===== config.mk =====
export PLATFORM = sky130hd
export DESIGN_NAME = pic8_top
export DESIGN_NICKNAME = d
export VERILOG_FILES = /design/src/rtl/pic8_pkg.sv /design/src/rtl/pic8_prio.sv /design/src/rtl/pic8_dp.sv /design/src/rtl/pic8_ctrl.sv /design/src/rtl/pic8_top.sv
export SDC_FILE = /design/constraint.sdc
export NUM_CORES = 1
export LEC_CHECK = 0
export ABC_AREA = 0
export CORE_MARGIN = 4
export CORE_UTILIZATION = 53
export CTS_CLUSTER_SIZE = 12
export DETAILED_ROUTE_END_ITERATION = 10
export GPL_ROUTABILITY_DRIVEN = 1
export PLACE_DENSITY = 0.76
export SETUP_SLACK_MARGIN = 0.3
export SKIP_LAST_GASP = 1
export SYNTH_ARGS = -nofsm -noshare
export SYNTH_HDL_FRONTEND = slang
export SYNTH_HIERARCHICAL = 1
export SYNTH_SLANG_ARGS = --single-unit

===== constraint.sdc =====
create_clock -name clk -period 4.45 [get_ports clk]
set_input_delay 0.89 -clock clk [delete_from_list [all_inputs] [get_ports clk]]
set_output_delay 0.89 -clock clk [all_outputs]
set_load 0.01 [all_outputs]

===== src/rtl/pic8_pkg.sv =====
package pic8_pkg;
  localparam int LINES = 8;
  localparam int IDXW  = $clog2(LINES);
  localparam int LVLW  = IDXW + 1;

  typedef enum logic [1:0] {
    STEP_IDLE = 2'd0,
    STEP_BASE = 2'd1,
    STEP_SKIP = 2'd2,
    STEP_MODE = 2'd3
  } initStep_t;

  // Strobes from control to datapath, at most one operation per cycle
  typedef struct packed {
    logic            initClr;
    logic            maskLoad;
    logic            irrClr;
    logic            isrClr;
    logic            isrSet;
    logic            baseLoad;
    logic [IDXW-1:0] line;
    logic [IDXW-1:0] baseVal;
  } dpCmd_t;
endpackage


===== src/rtl/pic8_prio.sv =====
module pic8_prio #(
  parameter int N = 8,
  parameter int W = $clog2(N)
) (
  input  logic [N-1:0] bits,
  input  logic [W-1:0] base,
  output logic [W:0]   level,
  output logic [W-1:0] line
);
  logic [W-1:0] idx;

  // Descending scan so the smallest offset is assigned last
  always_comb begin
    level = (W+1)'(N);
    line  = '0;
    idx   = '0;
    for (int k = N - 1; k >= 0; k--) begin
      idx = base + W'(k);
      if (bits[idx]) begin
        level = (W+1)'(k);
        line  = idx;
      end
    end
  end
endmodule


===== src/rtl/pic8_dp.sv =====
module pic8_dp import pic8_pkg::*; (
  input  logic             clk,
  input  logic             rstN,
  input  dpCmd_t           cmd,
  input  logic [LINES-1:0] reqSet,
  input  logic [LINES-1:0] wrData,
  input  logic             readSel,
  input  logic             pollArm,
  input  logic             addr,
  output logic [LINES-1:0] irrQ,
  output logic [LINES-1:0] isrQ,
  output logic [LINES-1:0] imrQ,
  output logic             intReq,
  output logic [IDXW-1:0]  intLine,
  output logic             isrTopValid,
  output logic [IDXW-1:0]  isrTopLine,
  output logic [LINES-1:0] rdData
);
  logic [IDXW-1:0]  baseQ;
  logic [LVLW-1:0]  pendLvl, isrLvl;
  logic [LINES-1:0] irrNext, isrNext, imrNext;
  logic [IDXW-1:0]  baseNext;

  pic8_prio #(.N(LINES), .W(IDXW)) uPend (
    .bits(irrQ & ~imrQ), .base(baseQ), .level(pendLvl), .line(intLine));
  pic8_prio #(.N(LINES), .W(IDXW)) uServ (
    .bits(isrQ), .base(baseQ), .level(isrLvl), .line(isrTopLine));

  assign intReq      = pendLvl < isrLvl;
  assign isrTopValid = isrLvl != LVLW'(LINES);

  always_comb begin
    irrNext  = irrQ;
    isrNext  = isrQ;
    imrNext  = imrQ;
    baseNext = baseQ;
    if (cmd.initClr) begin
      irrNext  = '0;
      isrNext  = '0;
      imrNext  = '0;
      baseNext = '0;
    end
    if (cmd.maskLoad) imrNext = wrData;
    if (cmd.irrClr)   irrNext[cmd.line] = 1'b0;
    if (cmd.isrClr)   isrNext[cmd.line] = 1'b0;
    if (cmd.isrSet)   isrNext[cmd.line] = 1'b1;
    if (cmd.baseLoad) baseNext = cmd.baseVal;
    irrNext = irrNext | reqSet;
  end

  always_ff @(posedge clk or negedge rstN) begin
    if (!rstN) begin
      irrQ  <= '0;
      isrQ  <= '0;
      imrQ  <= '0;
      baseQ <= '0;
    end else begin
      irrQ  <= irrNext;
      isrQ  <= isrNext;
      imrQ  <= imrNext;
      baseQ <= baseNext;
    end
  end

  always_comb begin
    if (pollArm)
      rdData = {{(LINES-IDXW){1'b0}}, (intReq ? intLine : IDXW'(LINES-1))};
    else if (addr)
      rdData = imrQ;
    else
      rdData = readSel ? isrQ : irrQ;
  end
endmodule


===== src/rtl/pic8_ctrl.sv =====
module pic8_ctrl import pic8_pkg::*; (
  input  logic             clk,
  input  logic             rstN,
  input  logic             wrEn,
  input  logic             rdEn,
  input  logic             ackStrobe,
  input  logic             addr,
  input  logic [LINES-1:0] wrData,
  input  logic             intReq,
  input  logic [IDXW-1:0]  intLine,
  input  logic             isrTopValid,
  input  logic [IDXW-1:0]  isrTopLine,
  output dpCmd_t           cmd,
  output logic             readSel,
  output logic             pollArm,
  output logic [LINES-1:0] vectorBase
);
  initStep_t       stepQ;
  logic            modeWordQ, autoEoiQ, rotAeoiQ;
  logic [2:0]      opCode;
  logic [IDXW-1:0] dataLine;

  assign opCode   = wrData[7:5];
  assign dataLine = wrData[IDXW-1:0];

  always_comb begin
    cmd = '0;
    if (wrEn) begin
      if (!addr) begin
        if (wrData[4]) begin
          cmd.initClr = 1'b1;
        end else if (!wrData[3]) begin
          unique case (opCode)
            3'd1, 3'd5: begin
              cmd.isrClr   = isrTopValid;
              cmd.line     = isrTopLine;
              cmd.baseLoad = isrTopValid && (opCode == 3'd5);
              cmd.baseVal  = isrTopLine + IDXW'(1);
            end
            3'd3: begin
              cmd.isrClr = 1'b1;
              cmd.line   = dataLine;
            end
            3'd6: begin
              cmd.baseLoad = 1'b1;
              cmd.baseVal  = dataLine + IDXW'(1);
            end
            3'd7: begin
              cmd.isrClr   = 1'b1;
              cmd.line     = dataLine;
              cmd.baseLoad = 1'b1;
              cmd.baseVal  = dataLine + IDXW'(1);
            end
            default: ;
          endcase
        end
      end else if (stepQ == STEP_IDLE) begin
        cmd.maskLoad = 1'b1;
      end
    end else if (rdEn) begin
      if (pollArm && intReq) begin
        cmd.irrClr = 1'b1;
        cmd.isrClr = 1'b1;
        cmd.line   = intLine;
      end
    end else if (ackStrobe && intReq) begin
      cmd.irrClr   = 1'b1;
      cmd.line     = intLine;
      cmd.isrSet   = !autoEoiQ;
      cmd.baseLoad = autoEoiQ && rotAeoiQ;
      cmd.baseVal  = intLine + IDXW'(1);
    end
  end

  always_ff @(posedge clk or negedge rstN) begin
    if (!rstN) begin
      stepQ      <= STEP_IDLE;
      modeWordQ  <= 1'b0;
      autoEoiQ   <= 1'b0;
      rotAeoiQ   <= 1'b0;
      readSel    <= 1'b0;
      pollArm    <= 1'b0;
      vectorBase <= '0;
    end else if (wrEn) begin
      if (!addr) begin
        if (wrData[4]) begin
          stepQ      <= STEP_BASE;
          modeWordQ  <= wrData[0];
          autoEoiQ   <= 1'b0;
          rotAeoiQ   <= 1'b0;
          readSel    <= 1'b0;
          pollArm    <= 1'b0;
          vectorBase <= '0;
        end else if (wrData[3]) begin
          if (wrData[2]) pollArm <= 1'b1;
          if (wrData[1]) readSel <= wrData[0];
        end else begin
          if (opCode == 3'd0) rotAeoiQ <= 1'b0;
          if (opCode == 3'd4) rotAeoiQ <= 1'b1;
        end
      end else begin
        unique case (stepQ)
          STEP_BASE: begin
            vectorBase <= {wrData[LINES-1:IDXW], {IDXW{1'b0}}};
            stepQ      <= STEP_SKIP;
          end
          STEP_SKIP: stepQ <= modeWordQ ? STEP_MODE : STEP_IDLE;
          STEP_MODE: begin
            autoEoiQ <= wrData[1];
            stepQ    <= STEP_IDLE;
          end
          default: ;
        endcase
      end
    end else if (rdEn) begin
      pollArm <= 1'b0;
    end
  end
endmodule


===== src/rtl/pic8_top.sv =====
module pic8_top import pic8_pkg::*; (
  input  logic             clk,
  input  logic             rstN,
  input  logic [LINES-1:0] reqSet,
  input  logic             wrEn,
  input  logic             rdEn,
  input  logic             addr,
  input  logic [LINES-1:0] wrData,
  output logic [LINES-1:0] rdData,
  input  logic             ackStrobe,
  output logic             intReq,
  output logic [IDXW-1:0]  intLine,
  output logic [LINES-1:0] vectorBase
);
  dpCmd_t           cmd;
  logic             readSel, pollArm, isrTopValid;
  logic [IDXW-1:0]  isrTopLine;
  logic [LINES-1:0] irrQ, isrQ, imrQ;

  pic8_ctrl uCtrl (
    .clk(clk), .rstN(rstN), .wrEn(wrEn), .rdEn(rdEn), .ackStrobe(ackStrobe),
    .addr(addr), .wrData(wrData), .intReq(intReq), .intLine(intLine),
    .isrTopValid(isrTopValid), .isrTopLine(isrTopLine), .cmd(cmd),
    .readSel(readSel), .pollArm(pollArm), .vectorBase(vectorBase));

  pic8_dp uDp (
    .clk(clk), .rstN(rstN), .cmd(cmd), .reqSet(reqSet), .wrData(wrData),
    .readSel(readSel), .pollArm(pollArm), .addr(addr), .irrQ(irrQ),
    .isrQ(isrQ), .imrQ(imrQ), .intReq(intReq), .intLine(intLine),
    .isrTopValid(isrTopValid), .isrTopLine(isrTopLine), .rdData(rdData));
endmodule


==> flow_summary.ini <==
[timing]
min_period_over_period_pct = 101
drv_slew = 0
worst_pin_slew_ns = 0.902
rsz0062_at_grt = yes
timing.final.ws_setup_ns = -0.0324
max-slew-margin-rel_pct = 39.9
fin_crit_ns = 4.48
max_freq_ghz = 0.223
fin_setup_tns_ns = -0.0595
finClkSkew_ns = 0.00590
setup_viol_count_final = 2
hold_viol_final = 0

[floorplan]
die_area_sq_um = 9320
io_pins = 42
initial_core_util_pct = 54.1
die_h_um = 96.5
die_x_um = 96.5
placementRows = 32
core-area_sq_um = 7690

[synthesis]
synth_area_leader_cell = dfrtp_1
yosys-top-cells-area = dfrtp_1, mux4_2, mux2i_1
synth.top_cell.area_share_pct = 23.5
synthCells = 436
synth_ff_type = dfrtp_1
yosys_register_bits = 39
synth_area_sq_um = 4160
yosysWarningCount = 6
ys_seq_area_share_pct = 23.5
yosysUniqueCellTypes = 68
yosysMostFrequentCell = nand2_1
synth_edf_count = 0
synth_commonest_cells = nand2_1, dfrtp_1, nor2_1
ys_async_sr_fraction_pct = 100
synth.avg_cell_area_sq_um = 9.53

[cts]
cts_num_sinks = 39
cts_buffers = 5
cts_root_buffer = clkbuf_8
cts_tree = done
clk_latency_ns = 0.29
cts_buffer_depth = 2
cts_max_level = 2
hold_buffers = 0
path_clk_slew_ns = 0.08

[global_routing]
grt_use_met1_pct = 37.0
grt-busiest-layer = met2
first_global_vias = 4057
globalRouteMet3Util_pct = 4.11
grt_usage_pct = 28.1
gr-usage-met2_pct = 48.4
grt_antenna_before_repair = 0
grt_pass1_wl_um = 20300
grt_max_degree = 40
gr-total-overflow = 0

[place]
dpl_cell_area_sq_um = 4980
finalWeightedCongestion = 0.895
dpl.hpwl_um = 8770
dp.cells = 593
port_buffers = 38
pre_cts_ws_ns = -0.0368

[layout]
final_layout_size_suffix_gt1_share_pct = 34.9
stdcell_count = 635
nFillCells = 569
diodes = 0
final_util_pct = 71.7
synthToLayoutAreaGrowth_pct = 32.7
final_area_sq_um = 5520
nets = 567

[critical_path]
reg2reg_slack_ns = 0.16
r2r-end = uDp/isrQ[4]
path_max_fanout = 7
crit_family = compound AO/OA/AOI/OAI gates
critPathMaxStageDelay_ns = 0.47
crit_buf_inv = 5
cpMaxStageDelayCell = dfrtp_2
cp-start-kind = flop
critPathCaptureType = output port
path_cells = clkinv_4, ha_4, buf_4, mux4_2, mux2i_4, nand3_2, a311oi_2, inv_1, ha_1, o211ai_1, o211ai_1, buf_4, o221a_4, buf_6
arrival_ns = 3.59
reg2regPathDepth = 19
crit_required_ns = 3.56
timing.rr.start = uDp/baseQ[0]
path_class = flop to output port

[routing]
via_per_inst = 6.53
drtAntennaViolNets = 0
drc = 0
drt_iter0_drc = 253
wl_per_cell_um = 20.3
vias = 4148
wl_um = 12900
dr.pass1.iters = 5

[hold_path]
holdCritPathClass = flop to flop
whs_endpoint = uCtrl/modeWordQ
hold_start = uCtrl/modeWordQ
hold_path_depth = 1

[power]
peakVddDrop_mv = 0.368
leakagePower_nw = 2.27
power_per_cell_area_nw_per_um2 = 387

[status]
violations = setup timing
outcome = complete, but fails checks

[job]
cap_violations = 0
-- report_power, final --
| group | internal (W) | switching, W | total [W] |
|---|---|---|---|
| combinational | 0.000692 | 0.000667 | 0.00136 |
| sequential | 0.000437 | 0.0000982 | 0.000535 |
| clock | 0.000110 | 0.000129 | 0.000239 |
-- cells by family after synthesis --
family                   Yosys count  synth area share (%)
AO/OA/AOI/OAI                    121                  22.3
XOR/XNOR                           7                  1.48
adder cells (fa/ha/maj)           13                  3.91
buffers and inverters             50                  6.08
flip-flops                        39                  23.5
multiplexers                      69                  26.1
other                              1                0.0902
AND/OR/NAND/NOR                  136                  16.6
-- flip-flops by register name, indices dropped and copies added (netlist names) --
| signal | count |
|---|---|
| uCtrl/pollArm | 1 |
| uCtrl/modeWordQ | 1 |
| uDp/isrQ | 8 |
| uCtrl/rotAeoiQ | 1 |
| uCtrl/autoEoiQ | 1 |
| uDp/baseQ | 3 |
| uDp/irrQ | 8 |
| uCtrl/readSel | 1 |
| uDp/imrQ | 8 |
| uCtrl/stepQ | 2 |
| uCtrl/vectorBase | 5 |
-- worst register-to-register path, cell delays in order, from the launching register on --
cell and delay [ns]:
dfrtp_2 0.47, clkinv_4 0.09, ha_4 0.27, buf_4 0.16, mux4_2 0.40, mux2i_4 0.18, nand3_2 0.10, a311oi_2 0.31
inv_1 0.07, ha_1 0.28, o211ai_1 0.26, buf_4 0.16, o21a_1 0.12, buf_4 0.14, nand2b_4 0.08, a21oi_4 0.26
o2bb2ai_4 0.22, nor3b_4 0.28, nand2_1 0.09, a32o_1 0.24
-- timing repair --
item / in CTS / in global routing
pin swaps: 15 / 11
cloned: 1 / 0
setup endpoints to repair: 22 / 25
setup buffers: 24 / 9
endpoints found under the hold margin: 0 / 0
gates resized for setup: 46 / 11
-- area by class of cell --
| type | count | area [sq um] | area share [%] |
|---|---|---|---|
| repair buffers | 115 | 1040 | 18.9 |
| inverters | 22 | 91.3 | 1.66 |
| clock buffers | 6 | 72.6 | 1.32 |
| multi-input cells | 349 | 3190 | 57.8 |
| flip-flops and latches | 39 | 978 | 17.7 |
| clock inverters | 2 | 12.5 | 0.227 |
| well taps | 102 | 128 | 2.31 |
-- routing by layer --
| layer | part of all wire (%) | vias to the layer above |
|---|---|---|
| li1 | - | 1854 |
| met1 | 40 | 2040 |
| met2 | 50 | 239 |
| met3 | 8.3 | 15 |
| met4 | 1.2 | 0 |
| met5 | 0 | - |
-- layout by cell type (no fill, tap or decap), types with 3 or more instances in the layout --
cell type and instances:
buf_4 70, nand2_1 47, dfrtp_1 37, clkdlybuf4s50_1 31, nor2_1 27, mux2i_1 20, mux4_2 20, inv_1 19
o21ai_0 17, a21oi_1 17, a22o_1 14, mux2_2 13, nor2b_1 13, nand3_1 11, ha_1 11, a32o_1 10
clkbuf_8 5, xor2_1 5, a31o_2 5, a31o_1 5, buf_12 5, mux2i_4 5, buf_6 4, nand2b_1 4
and2_1 4, o211ai_1 4, mux2_4 4, a22oi_1 4, mux4_1 4, o2bb2ai_4 3, a21oi_2 3, a21o_1 3
or2_2 3, o22ai_1 3, a31oi_1 3, conb_1 3, and3b_2 3, nor3b_4 3, nand3_2 3
-- how the worst max path moves through the flow --
stage | startpoint | endpoint | slack (ns) | depth (start not counted)
floorplan | uDp/baseQ[1] | uDp/isrQ[1] | 0.25 | 19
detailed placement | uDp/baseQ[0] | rdData[1] | -0.04 | 13
CTS | uDp/baseQ[0] | rdData[1] | 0.13 | 13
global placement | uDp/baseQ[0] | rdData[0] | 0.02 | 13
finish | uDp/baseQ[0] | rdData[1] | -0.03 | 14
global route | uDp/baseQ[0] | rdData[2] | -0.16 | 14
-- metrics by stage --
stage	power, W	hold WS, ns
6_report	0.00213	0.490
5_1_grt	0.00227	0.536
4_1_cts	0.00209	0.496
3_5_place_dp	0.00172	0.476
3_3_place_gp	0.00169	0.467
2_1_floorplan	0.00127	0.449
No activity file was read; power rests on OpenSTA's default activity.
